$ cat src/rtl/spl1_pkg.sv
package spl1_pkg;

  typedef struct packed {
    logic vld;
    logic sl;
    logic sm;
    logic stl;
  } line_bits_t;

endpackage

$ cat src/rtl/spl1_tag_store.sv
module spl1_tag_store
  import spl1_pkg::*;
#(
  parameter int LINES = 8,
  parameter int TAG_W = 9,
  localparam int IDX_W = $clog2(LINES)
) (
  input  logic             clk,
  input  logic             rst_n,
  input  logic [IDX_W-1:0] rd_idx,
  output line_bits_t       rd_bits,
  output logic [TAG_W-1:0] rd_tag,
  input  logic             wr_en,
  input  logic [IDX_W-1:0] wr_idx,
  input  line_bits_t       wr_bits,
  input  logic [TAG_W-1:0] wr_tag,
  input  logic             fl_commit,
  input  logic             fl_violate
);

  line_bits_t       bits [LINES];
  logic [TAG_W-1:0] tags [LINES];

  for (genvar i = 0; i < LINES; i++) begin : g_line
    always_ff @(posedge clk) begin
      if (!rst_n) begin
        bits[i] <= '0;
        tags[i] <= '0;
      end else if (fl_violate) begin
        bits[i].vld <= bits[i].vld & ~bits[i].sm;
        bits[i].sl  <= 1'b0;
        bits[i].sm  <= 1'b0;
        bits[i].stl <= 1'b0;
      end else if (fl_commit) begin
        bits[i].sl  <= 1'b0;
        bits[i].sm  <= 1'b0;
        bits[i].stl <= 1'b0;
      end else if (wr_en && (wr_idx == IDX_W'(i))) begin
        bits[i] <= wr_bits;
        tags[i] <= wr_tag;
      end
    end
  end

  assign rd_bits = bits[rd_idx];
  assign rd_tag  = tags[rd_idx];

endmodule

$ cat src/rtl/spl1_notify_fifo.sv
module spl1_notify_fifo #(
  parameter int DEPTH  = 4,
  parameter int DATA_W = 12,
  localparam int PTR_W = (DEPTH > 1) ? $clog2(DEPTH) : 1,
  localparam int CNT_W = $clog2(DEPTH + 1)
) (
  input  logic              clk,
  input  logic              rst_n,
  input  logic              push,
  input  logic [DATA_W-1:0] push_data,
  input  logic              pop,
  output logic              not_empty,
  output logic              full,
  output logic [DATA_W-1:0] head
);

  logic [DATA_W-1:0] slots [DEPTH];
  logic [PTR_W-1:0]  wp, rp;
  logic [CNT_W-1:0]  cnt;
  logic              do_push, do_pop;

  function automatic logic [PTR_W-1:0] ptr_next(input logic [PTR_W-1:0] p);
    return (p == PTR_W'(DEPTH - 1)) ? '0 : p + 1'b1;
  endfunction

  assign not_empty = (cnt != '0);
  assign full      = (cnt == CNT_W'(DEPTH));
  assign do_push   = push && !full;
  assign do_pop    = pop && not_empty;
  assign head      = slots[rp];

  always_ff @(posedge clk) begin
    if (!rst_n) begin
      wp  <= '0;
      rp  <= '0;
      cnt <= '0;
    end else begin
      if (do_push) wp <= ptr_next(wp);
      if (do_pop)  rp <= ptr_next(rp);
      if (do_push && !do_pop)      cnt <= cnt + 1'b1;
      else if (do_pop && !do_push) cnt <= cnt - 1'b1;
    end
  end

  for (genvar i = 0; i < DEPTH; i++) begin : g_slot
    always_ff @(posedge clk) begin
      if (!rst_n) slots[i] <= '0;
      else if (do_push && (wp == PTR_W'(i))) slots[i] <= push_data;
    end
  end

endmodule

$ cat src/rtl/spl1_line_ctrl.sv
module spl1_line_ctrl
  import spl1_pkg::*;
#(
  parameter int ADDR_W    = 12,
  parameter int LINES     = 8,
  parameter int NTF_DEPTH = 4
) (
  input  logic              clk,
  input  logic              rst_n,
  input  logic              req_valid,
  input  logic              req_store,
  input  logic [ADDR_W-1:0] req_addr,
  output logic              req_ready,
  output logic              resp_hit,
  input  logic              spec_on,
  input  logic              escaped,
  input  logic              commit_i,
  input  logic              violate_i,
  output logic              wt_valid,
  output logic [ADDR_W-1:0] wt_addr,
  output logic              ntf_valid,
  input  logic              ntf_ready,
  output logic [ADDR_W-1:0] ntf_addr
);

  localparam int IDX_W = $clog2(LINES);
  localparam int TAG_W = ADDR_W - IDX_W;

  function automatic logic [IDX_W-1:0] line_idx(input logic [ADDR_W-1:0] a);
    return a[IDX_W-1:0];
  endfunction

  function automatic logic [TAG_W-1:0] line_tag(input logic [ADDR_W-1:0] a);
    return a[ADDR_W-1:IDX_W];
  endfunction

  line_bits_t       rd_bits, wr_bits;
  logic [TAG_W-1:0] rd_tag;
  logic             wr_en;

  // named events for the checker
  logic tag_match, ev_esc_mask, ev_stale_mask, eff_hit;
  logic need_ntf, ev_ntf_push, ntf_full, cmd_any, fire;

  assign tag_match     = rd_bits.vld && (rd_tag == line_tag(req_addr));
  assign ev_esc_mask   = escaped && tag_match && rd_bits.sm;
  assign ev_stale_mask = !escaped && tag_match && rd_bits.stl;
  assign eff_hit       = tag_match && !ev_esc_mask && !ev_stale_mask;
  assign need_ntf      = !req_store && spec_on && !escaped
                         && !(tag_match && rd_bits.sl);
  assign cmd_any       = commit_i || violate_i;
  assign req_ready     = !cmd_any && !(need_ntf && ntf_full);
  assign fire          = req_valid && req_ready;
  assign ev_ntf_push   = fire && need_ntf;

  assign resp_hit = fire && eff_hit;
  assign wt_valid = fire && req_store;
  assign wt_addr  = req_addr;

  always_comb begin
    wr_en   = 1'b0;
    wr_bits = rd_bits;
    if (fire) begin
      if (ev_esc_mask) begin
        wr_en       = 1'b1;
        wr_bits.stl = 1'b1;
      end else if (!req_store) begin
        wr_en       = 1'b1;
        wr_bits.vld = 1'b1;
        wr_bits.sl  = (tag_match && rd_bits.sl) || need_ntf;
        wr_bits.sm  = tag_match && rd_bits.sm;
        wr_bits.stl = eff_hit && rd_bits.stl;
      end else if (ev_stale_mask) begin
        wr_en       = 1'b1;
        wr_bits     = '0;
      end else if (eff_hit) begin
        wr_en       = 1'b1;
        wr_bits.sm  = rd_bits.sm || (spec_on && !escaped);
      end
    end
  end

  spl1_tag_store #(
    .LINES (LINES),
    .TAG_W (TAG_W)
  ) tags_i (
    .clk        (clk),
    .rst_n      (rst_n),
    .rd_idx     (line_idx(req_addr)),
    .rd_bits    (rd_bits),
    .rd_tag     (rd_tag),
    .wr_en      (wr_en),
    .wr_idx     (line_idx(req_addr)),
    .wr_bits    (wr_bits),
    .wr_tag     (line_tag(req_addr)),
    .fl_commit  (commit_i),
    .fl_violate (violate_i)
  );

  spl1_notify_fifo #(
    .DEPTH  (NTF_DEPTH),
    .DATA_W (ADDR_W)
  ) ntf_i (
    .clk       (clk),
    .rst_n     (rst_n),
    .push      (ev_ntf_push),
    .push_data (req_addr),
    .pop       (ntf_ready),
    .not_empty (ntf_valid),
    .full      (ntf_full),
    .head      (ntf_addr)
  );

endmodule

$ cat config.mk
export PLATFORM = sky130hd
export DESIGN_NAME = spl1_line_ctrl
export DESIGN_NICKNAME = d
export VERILOG_FILES = /design/src/rtl/spl1_pkg.sv /design/src/rtl/spl1_tag_store.sv /design/src/rtl/spl1_notify_fifo.sv /design/src/rtl/spl1_line_ctrl.sv
export SDC_FILE = /design/constraint.sdc
export NUM_CORES = 1
export LEC_CHECK = 0
export ABC_CLOCK_PERIOD_IN_PS = 4860
export CAP_MARGIN = 15
export CORE_UTILIZATION = 55
export CTS_CLUSTER_DIAMETER = 80
export DETAILED_ROUTE_END_ITERATION = 7
export DONT_BUFFER_PORTS = 1
export HOLD_SLACK_MARGIN = 0.1
export PLACE_DENSITY = 0.74
export SYNTH_ARGS = -nofsm -noshare
export SYNTH_HDL_FRONTEND = slang
export SYNTH_SLANG_ARGS = --single-unit
$ cat constraint.sdc
create_clock -name clk -period 4.86 [get_ports clk]
set_input_delay 1.458 -clock clk [delete_from_list [all_inputs] [get_ports clk]]
set_output_delay 1.458 -clock clk [all_outputs]
set_load 0.01 [all_outputs]
Yosys cells after proc, flatten, opt, wreduce, memory -nomap -nowiden
Memories as Yosys holds them, arrays and structs flattened. A register that Yosys moved wholly into a read port is not among the register bits.
Index checks and enable logic that the tools add are counted.
- memories: 3
- word-level logic and storage cells: 371
- bits of input ports: 21
- RAM bits: 152
- flip-flop bits (word level): 7
- output and inout port bits: 28
- memory list (memory ; words ; bits a word ; read ports ; clocked after memory_dff ; write ports ; RTL line ; text):
    tags_i.tags ; 8 ; 9 ; 1 ; 0 ; 8 ; spl1_tag_store.sv:22 ; logic [TAG_W-1:0] tags [LINES];
    ntf_i.slots ; 4 ; 12 ; 1 ; 1 ; 4 ; spl1_notify_fifo.sv:17 ; logic [DATA_W-1:0] slots [DEPTH];
    tags_i.bits ; 8 ; 4 ; 9 ; 0 ; 8 ; spl1_tag_store.sv:21 ; line_bits_t bits [LINES];
- add/sub/neg operators: 4
- bitwise operators: 116
- multiplexer cells: 179
- equal/unequal tests: 13
- reduce and logical (&&, ||, !) cells: 53
- operators by type and width (kind ; number):
    $mux 1 ; 157
    $or 1x1->1 ; 100
    $mux 9 ; 8
    $mux 12 ; 4
    $logic_and 1x1->1 ; 36
    $eq 3x3->1 const B ; 5
    $logic_not 1->1 ; 10
    $mux 2 ; 5
    $eq 9x9->1 ; 1
    $mux 3 ; 3
    $and 1x1->1 ; 8
    $mux 4 ; 2
    $not 1->1 ; 8
    $eq 2x2->1 const B ; 3
    $eq 3x2->1 const B ; 2
    $add 2x1->2 const B ; 2
    $add 3x1->3 const B ; 1
    $eq 3x1->1 const B ; 1
    $logic_not 3->1 ; 1
    $logic_or 1x1->1 ; 3
    $reduce_bool 3->1 ; 1
    $sub 3x1->3 const B ; 1
    $eq 2x1->1 const B ; 1
    $logic_not 2->1 ; 1
    $reduce_bool 2->1 ; 1

Depth between registers and ports, before layout
Gate-level depths: netlist (run 1).
An unclocked memory read counts as a cell.
- word-level depth: 20
- depth in mapped cells: 15

Modules after synthesis
A second synthesis (run 1) with hierarchy kept.
- cells, all modules: 596
- area total of the unflattened synthesis: 8184.1 um^2
- by module, submodules not included (module ; cells each ; area an instance (um^2) ; times used):
    spl1_tag_store ; 356 ; 5102.4 ; 1
    spl1_notify_fifo ; 173 ; 2588.7 ; 1
    spl1_line_ctrl ; 67 ; 493.0 ; 1

Worst setup path after synthesis (run 1)
Ideal clock, no wire load.
- path type: input to output
- start: input req_addr[0]
- end: output resp_hit
- path slack: -0.234 ns
- arrival: 3.636 ns
- stages: 9
- cells stage by stage: buf_4 > nand2b_1 > clkbuf_1 > o32ai_1 > a211oi_1 > xor2_1 > nor4_4 > nand2_1 > nor4_1
- word-level cells in the longest chain between the ends: 11
- elaborated cells on any way between the ends: 20
- classes of those cells: 1 x eq/ne; 17 x reduce/logical; 2 x memory
- ends and longest elaborated chain (element ; RTL line ; text):
    start, declared ; spl1_line_ctrl.sv:12 ; input logic [ADDR_W-1:0] req_addr,
    $mem_v2 8x9 ; -- ;
    $eq 9x9->1 ; spl1_line_ctrl.sv:45 ; assign tag_match = rd_bits.vld && (rd_tag == line_tag(req_addr));
    $logic_and 1x1->1 ; spl1_line_ctrl.sv:45 ;
    $logic_and 1x1->1 ; spl1_line_ctrl.sv:50 ; && !(tag_match && rd_bits.sl);
    $logic_not 1->1 ; spl1_line_ctrl.sv:50 ;
    $logic_and 1x1->1 ; spl1_line_ctrl.sv:50 ;
    $logic_and 1x1->1 ; spl1_line_ctrl.sv:52 ; assign req_ready = !cmd_any && !(need_ntf && ntf_full);
    $logic_not 1->1 ; spl1_line_ctrl.sv:52 ;
    $logic_and 1x1->1 ; spl1_line_ctrl.sv:52 ;
    $logic_and 1x1->1 ; spl1_line_ctrl.sv:53 ; assign fire = req_valid && req_ready;
    $logic_and 1x1->1 (*) ; spl1_line_ctrl.sv:56 ; assign resp_hit = fire && eff_hit;
    end, declared ; spl1_line_ctrl.sv:14 ; output logic resp_hit,
Mark *: on every way between the ends. The rest lies on a longest branch, timed or not.

Worst setup path in the final report (run 1)
- start: input req_addr[2]
- end: output resp_hit
The elaborated chain is that of the path after synthesis.

==> key figures, run 1 <==
Outcome
  • Status: finished, final reports clean

Synth
  • Seq/Total Area, Yosys: 58.9%
  • Predominant post-synthesis flop cell: edfxtp_1
  • Syn Area/Cell: 13.1 um^2
  • Synth Cell Area: 0.00805 mm^2
  • Post-synth EDFFs: 152
  • Synth Net Count: 641
  • Syn. warnings: 0
  • Synthesis-stage register bit count: 161
  • Fraction of registers with async set/reset: 0%
  • Post-synthesis cell type count: 56
  • Synthesized instance count: 613

Critical path
  • Max incr delay on CP: 450 ps
  • Worst path top cell family by delay: simple AND/OR/NAND/NOR gates
  • Slowest CP cell: nor4_4
  • Crit start category: input port
  • Worst Path Required: 3400 ps
  • Worst path buffer plus inverter count: 0
  • Crit Path Class: input port to output port
  • Crit-path cells: or2_2 -> a211oi_1 -> a211oi_1 -> xor2_1 -> nor4_4 -> nand2_1 -> nor4_4
  • CP Max Fanout: 24
  • CP arrival: 3200 ps
  • Critical path endpoint category: output port

CTS
  • Clock root cell: clkbuf_16
  • Clk slew on worst S/H paths: 60 ps
  • Post-cts sizing count: 0
  • CTS Buf Count: 17
  • CTS tree: yes
  • Later-pin clock latency in the skew report: 430 ps
  • # hold bufs at CTS: 0
  • Longest Clk Path Bufs: 2
  • CTS sink cnt: 161
  • Post-CTS setup buffers: 0
  • H-tree Lvls: 4

Timing
  • Fin. max-slew vios: 0
  • Setup TNS: 0 ps
  • Final Hold Viols: 0
  • Final Skew: 7.39 ps
  • Peak Freq: 215 MHz
  • Final setup violation count: 0
  • Relative slew slack: 42.4%
  • Setup WS post-layout: 203 ps
  • Fin Hold WS: 481 ps
  • Worst Tran Pin Value: 857 ps
  • Minimum clock period: 4660 ps
  • RSZ-0062 raised after global routing: false
  • Fin crit share: 95.8%

Route
  • Highest metal used: met4
  • Met3 routed wirelength: 1420 um
  • Length of routed wiring on met1: 6920 um
  • WL final: 17200 um
  • Vias per std cell: 6.22
  • DR WL met2: 8500 um
  • Detail Route Antenna Nets: 0
  • Drt pass-1 iters: 5
  • Vias: 4917
  • DRT iter0 DRCs: 416
  • Drt drc: 0
  • Routed WL per cell: 21.8 um

Layout
  • Design Area, Final: 0.00876 mm^2
  • Multi-input logic area: 0.00298 mm^2
  • Area growth from synthesis to layout: 8.81%
  • Register area: 0.00474 mm^2
  • Nets@finish: 625
  • Share of layout cells above drive strength 1: 17.5%
  • # diodes: 0
  • Final Non-Filler Cells: 790
  • Final Core Density: 62.1%
  • Fillers: 1039

Power
  • NetSw: 0.775 mW
  • Clk pwr share: 41.1%
  • Leakage: 3.12 nW
  • Switch share: 23.0%
  • Overall Power: 3.37 mW
  • Maximum vdd drop: 0.000307 V
  • Reg power frac: 48.9%
  • Power Density: 385 mW/mm^2
  • Pint: 2.60 mW
  • Combinational share of power: 10.0%

Floorplanning
  • I/O Pins: 49
  • Chip height: 123 um
  • Cell row count: 43
  • Die area: 0.0151 mm^2
  • Die X: 123 um
  • Starting density of the core: 57.1%
  • Core area: 0.0141 mm^2

Global route
  • Largest net degree at the start of global routing: 60
  • Global-route wire length before repair: 27100 um
  • Vias in the first global route: 4888
  • GRT Residual Overflow: 0
  • Initial antenna violation count: 0
  • Gr usage total: 25.0%

Hold path
  • Hold WC Path Type: flip-flop to flip-flop

Place
  • Place WS: 225 ps
  • Placer Congestion: 0.933
  • Post-DP HPWL: 11600 um
  • DP Cell Count: 758
  • DP Area: 0.00814 mm^2
  • Port bufs: 0

Run
  • Maxcap violations: 0
[final timing paths]
check                           end  depth (start not counted)               from  slack, ps
hold reg to reg         ntf_i.rp[1]                          2        ntf_i.rp[1]        480
setup / recovery           resp_hit                          7        req_addr[2]        200
setup reg to reg  tags_i.bits[6][0]                          8  tags_i.tags[5][4]       1610
hold / removal          ntf_i.rp[1]                          2        ntf_i.rp[1]        480
[logic make-up (layout without fill, tap and decap cells)]
group | count (synthesis) | in the layout | synth area share [%]
mux | 56 | 56 | 10.7
flops | 161 | 161 | 58.9
simple gates | 240 | 240 | 18.0
buf+inv | 68 | 65 | 4.32
fa+ha+maj | 7 | 7 | 1.18
xor+xnor | 8 | 8 | 0.870
compound gates | 73 | 73 | 6.05
[power groups by stage]
| stage | clock network, mW | logic [mW] | registers [mW] |
|---|---|---|---|
| global placement | 0 | 0.328 | 1.68 |
| global route | 1.46 | 0.368 | 1.66 |
| detailed placement | 0 | 0.336 | 1.68 |
| CTS | 1.41 | 0.338 | 1.65 |
| finish | 1.39 | 0.337 | 1.65 |
| floorplan | 0 | 0.325 | 1.64 |
[worst min-delay path, delay by kind of cell (launching register included)]
kind             cells  cell delay (ps)
flip-flops           1              310
AND/OR/NAND/NOR      1               50
AO/OA/AOI/OAI        1               60
[state kept, by name, summed over array words and instances, names as in the netlist, named ones only]
name / cells
tags_i.bits: 32
ntf_i.cnt: 3
ntf_i.slots: 48
tags_i.tags: 72
ntf_i.rp: 2
ntf_i.wp: 2
[layout by cell type (no fill, tap or decap), types with 4 or more instances in the layout]
| cell | count |
|---|---|
| edfxtp_1 | 152 |
| and2_1 | 113 |
| nor2_1 | 34 |
| o21ai_0 | 31 |
| mux4_2 | 22 |
| nand2_1 | 21 |
| buf_4 | 19 |
| mux2_2 | 17 |
| clkbuf_16 | 17 |
| mux2i_1 | 16 |
| inv_1 | 14 |
| nor3_1 | 14 |
| dfxtp_1 | 9 |
| o22ai_1 | 8 |
| or3_1 | 8 |
| nor3_2 | 8 |
| o32ai_1 | 7 |
| nand2b_1 | 6 |
| ha_1 | 6 |
| nand3_1 | 5 |
| nor4_4 | 5 |
| and3_1 | 5 |
| nor2b_1 | 4 |
| xor2_1 | 4 |
| a22oi_1 | 4 |
| xnor2_1 | 4 |
| a21oi_1 | 4 |
| bufinv_16 | 4 |
[synthesized netlist by cell type (6+ instances only)]
cell | count | area share [%]
and2_1 | 113 | 8.8
buf_4 | 15 | 1.4
clkbuf_1 | 25 | 1.2
dfxtp_1 | 9 | 2.2
edfxtp_1 | 152 | 57
ha_1 | 6 | 0.93
inv_1 | 14 | 0.65
mux2_2 | 17 | 2.4
mux2i_1 | 16 | 2.0
mux4_2 | 22 | 6.2
nand2_1 | 21 | 0.98
nand2b_1 | 6 | 0.47
nor2_1 | 34 | 1.6
nor3_1 | 15 | 0.93
nor3_2 | 7 | 0.87
o21ai_0 | 31 | 1.9
o22ai_1 | 8 | 0.62
o32ai_1 | 7 | 0.76
or3_1 | 8 | 0.62
[routing by layer]
metal  vias up  track usage (%)
li1       2220                -
met1      2438             32.3
met4         0             10.1
met2       228             40.3
met3        31             6.78
met5         -                0
[layout make-up]
class                      count  share of cell area [%]
multi-input combinational    384                    34.0
inverter                      14                   0.600
clock buffer                  18                    4.90
clock inverter                14                    2.14
timing repair buffer          19                    1.63
sequential                   161                    54.2
tap                          180                    2.57
(Power assumes the default switching activity.)
==> run 2: changes to the inputs <==
- REMOVE_ABC_BUFFERS: unset -> 1
==> run 2 against run 1 <==
  * Wire length fell by 1.3%
  * Combinational power down 1%
  * Maximum frequency decreased by 2.2%
  * Register-to-register slack got worse by 250 ps
  * Final cell count rose by 0.25%
  * Total power decreased by 5.3%
  * Non-clock buffer count increased by 2
  * Critical endpoint unchanged
  * Largest cell class unchanged
  * Highest routed layer unchanged
==> key figures, run 2 (synthesis results as in run 1) <==
Global route
  • Largest net degree at the start of global routing: 60
  • Vias in the first global route: 4784
  • GRT Residual Overflow: 0
  • Global-route wire length before repair: 26600 um
  • Initial antenna violation count: 0
  • Gr usage total: 24.4%

Floorplanning
  • Die area: 0.0151 mm^2
  • I/O Pins: 49
  • Die X: 123 um
  • Cell row count: 43
  • Starting density of the core: 57.1%
  • Core area: 0.0141 mm^2
  • Chip height: 123 um

Timing
  • Fin. max-slew vios: 0
  • Minimum clock period: 4760 ps
  • Worst Tran Pin Value: 818 ps
  • Final Hold Viols: 0
  • Final setup violation count: 0
  • Setup WS post-layout: 97.1 ps
  • Peak Freq: 210 MHz
  • Relative slew slack: 45.4%
  • Setup TNS: 0 ps
  • RSZ-0062 raised after global routing: true
  • Final Skew: 8.84 ps
  • Fin crit share: 98.0%

CTS
  • CTS tree: yes
  • # hold bufs at CTS: 0
  • Clk slew on worst S/H paths: 60 ps
  • Later-pin clock latency in the skew report: 430 ps
  • Post-cts sizing count: 0
  • CTS Buf Count: 17
  • Clock root cell: clkbuf_16
  • H-tree Lvls: 4
  • CTS sink cnt: 161
  • Longest Clk Path Bufs: 2
  • Post-CTS setup buffers: 0

Layout
  • Share of layout cells above drive strength 1: 18.1%
  • Biggest regs: tags_i.tags (72), ntf_i.slots (48), tags_i.bits (32)
  • Most common cell after layout, fill and taps aside: edfxtp_1
  • Area growth from synthesis to layout: 7.93%
  • Commonest cells after routing, fill and taps aside: 152 x edfxtp_1, 113 x and2_1, 34 x nor2_1
  • # diodes: 0
  • Nets@finish: 627
  • Largest Register: tags_i.tags
  • Final Core Density: 61.6%
  • Fillers: 1080
  • Final Non-Filler Cells: 792
  • Max reg flops: 72

Critical path
  • Worst R2R Path Depth: 8
  • Crit-path cells: mux2_2 -> o22ai_1 -> or3_1 -> nand4_1 -> nor4_4 -> nand2_1 -> nor4_2 -> buf_4
  • Worst Path Required: 3400 ps
  • FF-to-FF End: tags_i.tags[6][2]
  • CP arrival: 3300 ps
  • Worst path buffer plus inverter count: 1
  • Slowest CP cell: nor4_4
  • Worst reg2reg setup slack: 1360 ps
  • Reg-to-Reg Start: tags_i.bits[3][2]
  • Crit Path Class: input port to output port
  • Max incr delay on CP: 390 ps
  • Critical path endpoint category: output port
  • Crit start category: input port
  • CP Max Fanout: 59
  • Worst path top cell family by delay: simple AND/OR/NAND/NOR gates

Power
  • Combinational share of power: 10.4%
  • Reg power frac: 51.7%
  • Overall Power: 3.19 mW
  • Maximum vdd drop: 0.000220 V
  • NetSw: 0.795 mW
  • Pint: 2.40 mW
  • Clk pwr share: 37.9%
  • Power Density: 368 mW/mm^2
  • Switch share: 24.9%
  • Leakage: 3.09 nW

Route
  • Drt drc: 0
  • Vias per std cell: 6.20
  • WL final: 17000 um
  • Routed WL per cell: 21.5 um
  • DRT iter0 DRCs: 393
  • Vias: 4908
  • Detail Route Antenna Nets: 0
  • Drt pass-1 iters: 8

Hold path
  • Hold endpoint: ntf_i.rp[1]
  • Hold WC Path Type: flip-flop to flip-flop
  • Hold Startpoint: ntf_i.rp[1]
  • Hold Path Cell Cnt: 2

Place
  • Placer Congestion: 0.842
  • Post-DP HPWL: 11600 um
  • Place WS: 120 ps
  • Port bufs: 0
  • DP Cell Count: 760

Outcome
  • Status: finished, final reports clean

Run
  • Maxcap violations: 0
[run 2: cell types whose count changed in the layout (fill, tap and decap cells not counted), moves of 2 or more]
cell and change:
a211oi_2 +2, clkinv_4 -2, inv_6 +4, buf_4 +2, bufinv_16 -4, a211oi_1 -2
[run 2: layout make-up]
class	count	area [um^2]	area share, %
clock buffer	17	425	4.90
timing repair buffer	21	158	1.81
sequential	161	4740	54.6
tap	180	225	2.59
multi-input combinational	384	2970	34.2
clock inverter	15	109	1.25
inverter	14	52.6	0.605
[run 2: worst max path at each step]
stage                           start   endpoint  slack [ps]  depth (start not counted)
after CTS                 req_addr[2]  req_ready         110                          9
after global placement    req_addr[2]   resp_hit         160                          8
after global routing      req_addr[0]  req_ready         -20                          8
final                     req_addr[1]   resp_hit         100                          8
after detailed placement  req_addr[2]  req_ready         120                          9
after floorplan           req_addr[2]   resp_hit          30                          7
[run 2: power groups by stage]
stage	clock, mW	combinational [mW]	sequential, mW
global route	1.28	0.363	1.66
finish	1.21	0.333	1.65
global placement	0	0.321	1.68
CTS	1.23	0.333	1.65
detailed placement	0	0.331	1.68
floorplan	0	0.265	1.66
[run 2: worst min-delay path: cells and delay by family (launching register included)]
family	cells	cell delay, ps
DFF	1	310
AOI/OAI and AO/OA	1	70
and+or+nand+nor	1	50
[run 2: per-layer routing]
metal,share of wire (%),up-vias,track usage (%)
li1,-,2225,-
met1,42,2439,32.9
met2,49,217,38.6
met3,7.0,27,5.30
met4,1.9,0,9.79
met5,0,-,0
[run 2: through the flow]
step | hold slack (ps) | area, um^2
2_1_floorplan | 454 | 7750
3_3_place_gp | 463 | 8140
3_5_place_dp | 490 | 8140
4_1_cts | 498 | 8670
5_1_grt | 531 | 8690
6_report | 493 | 8690
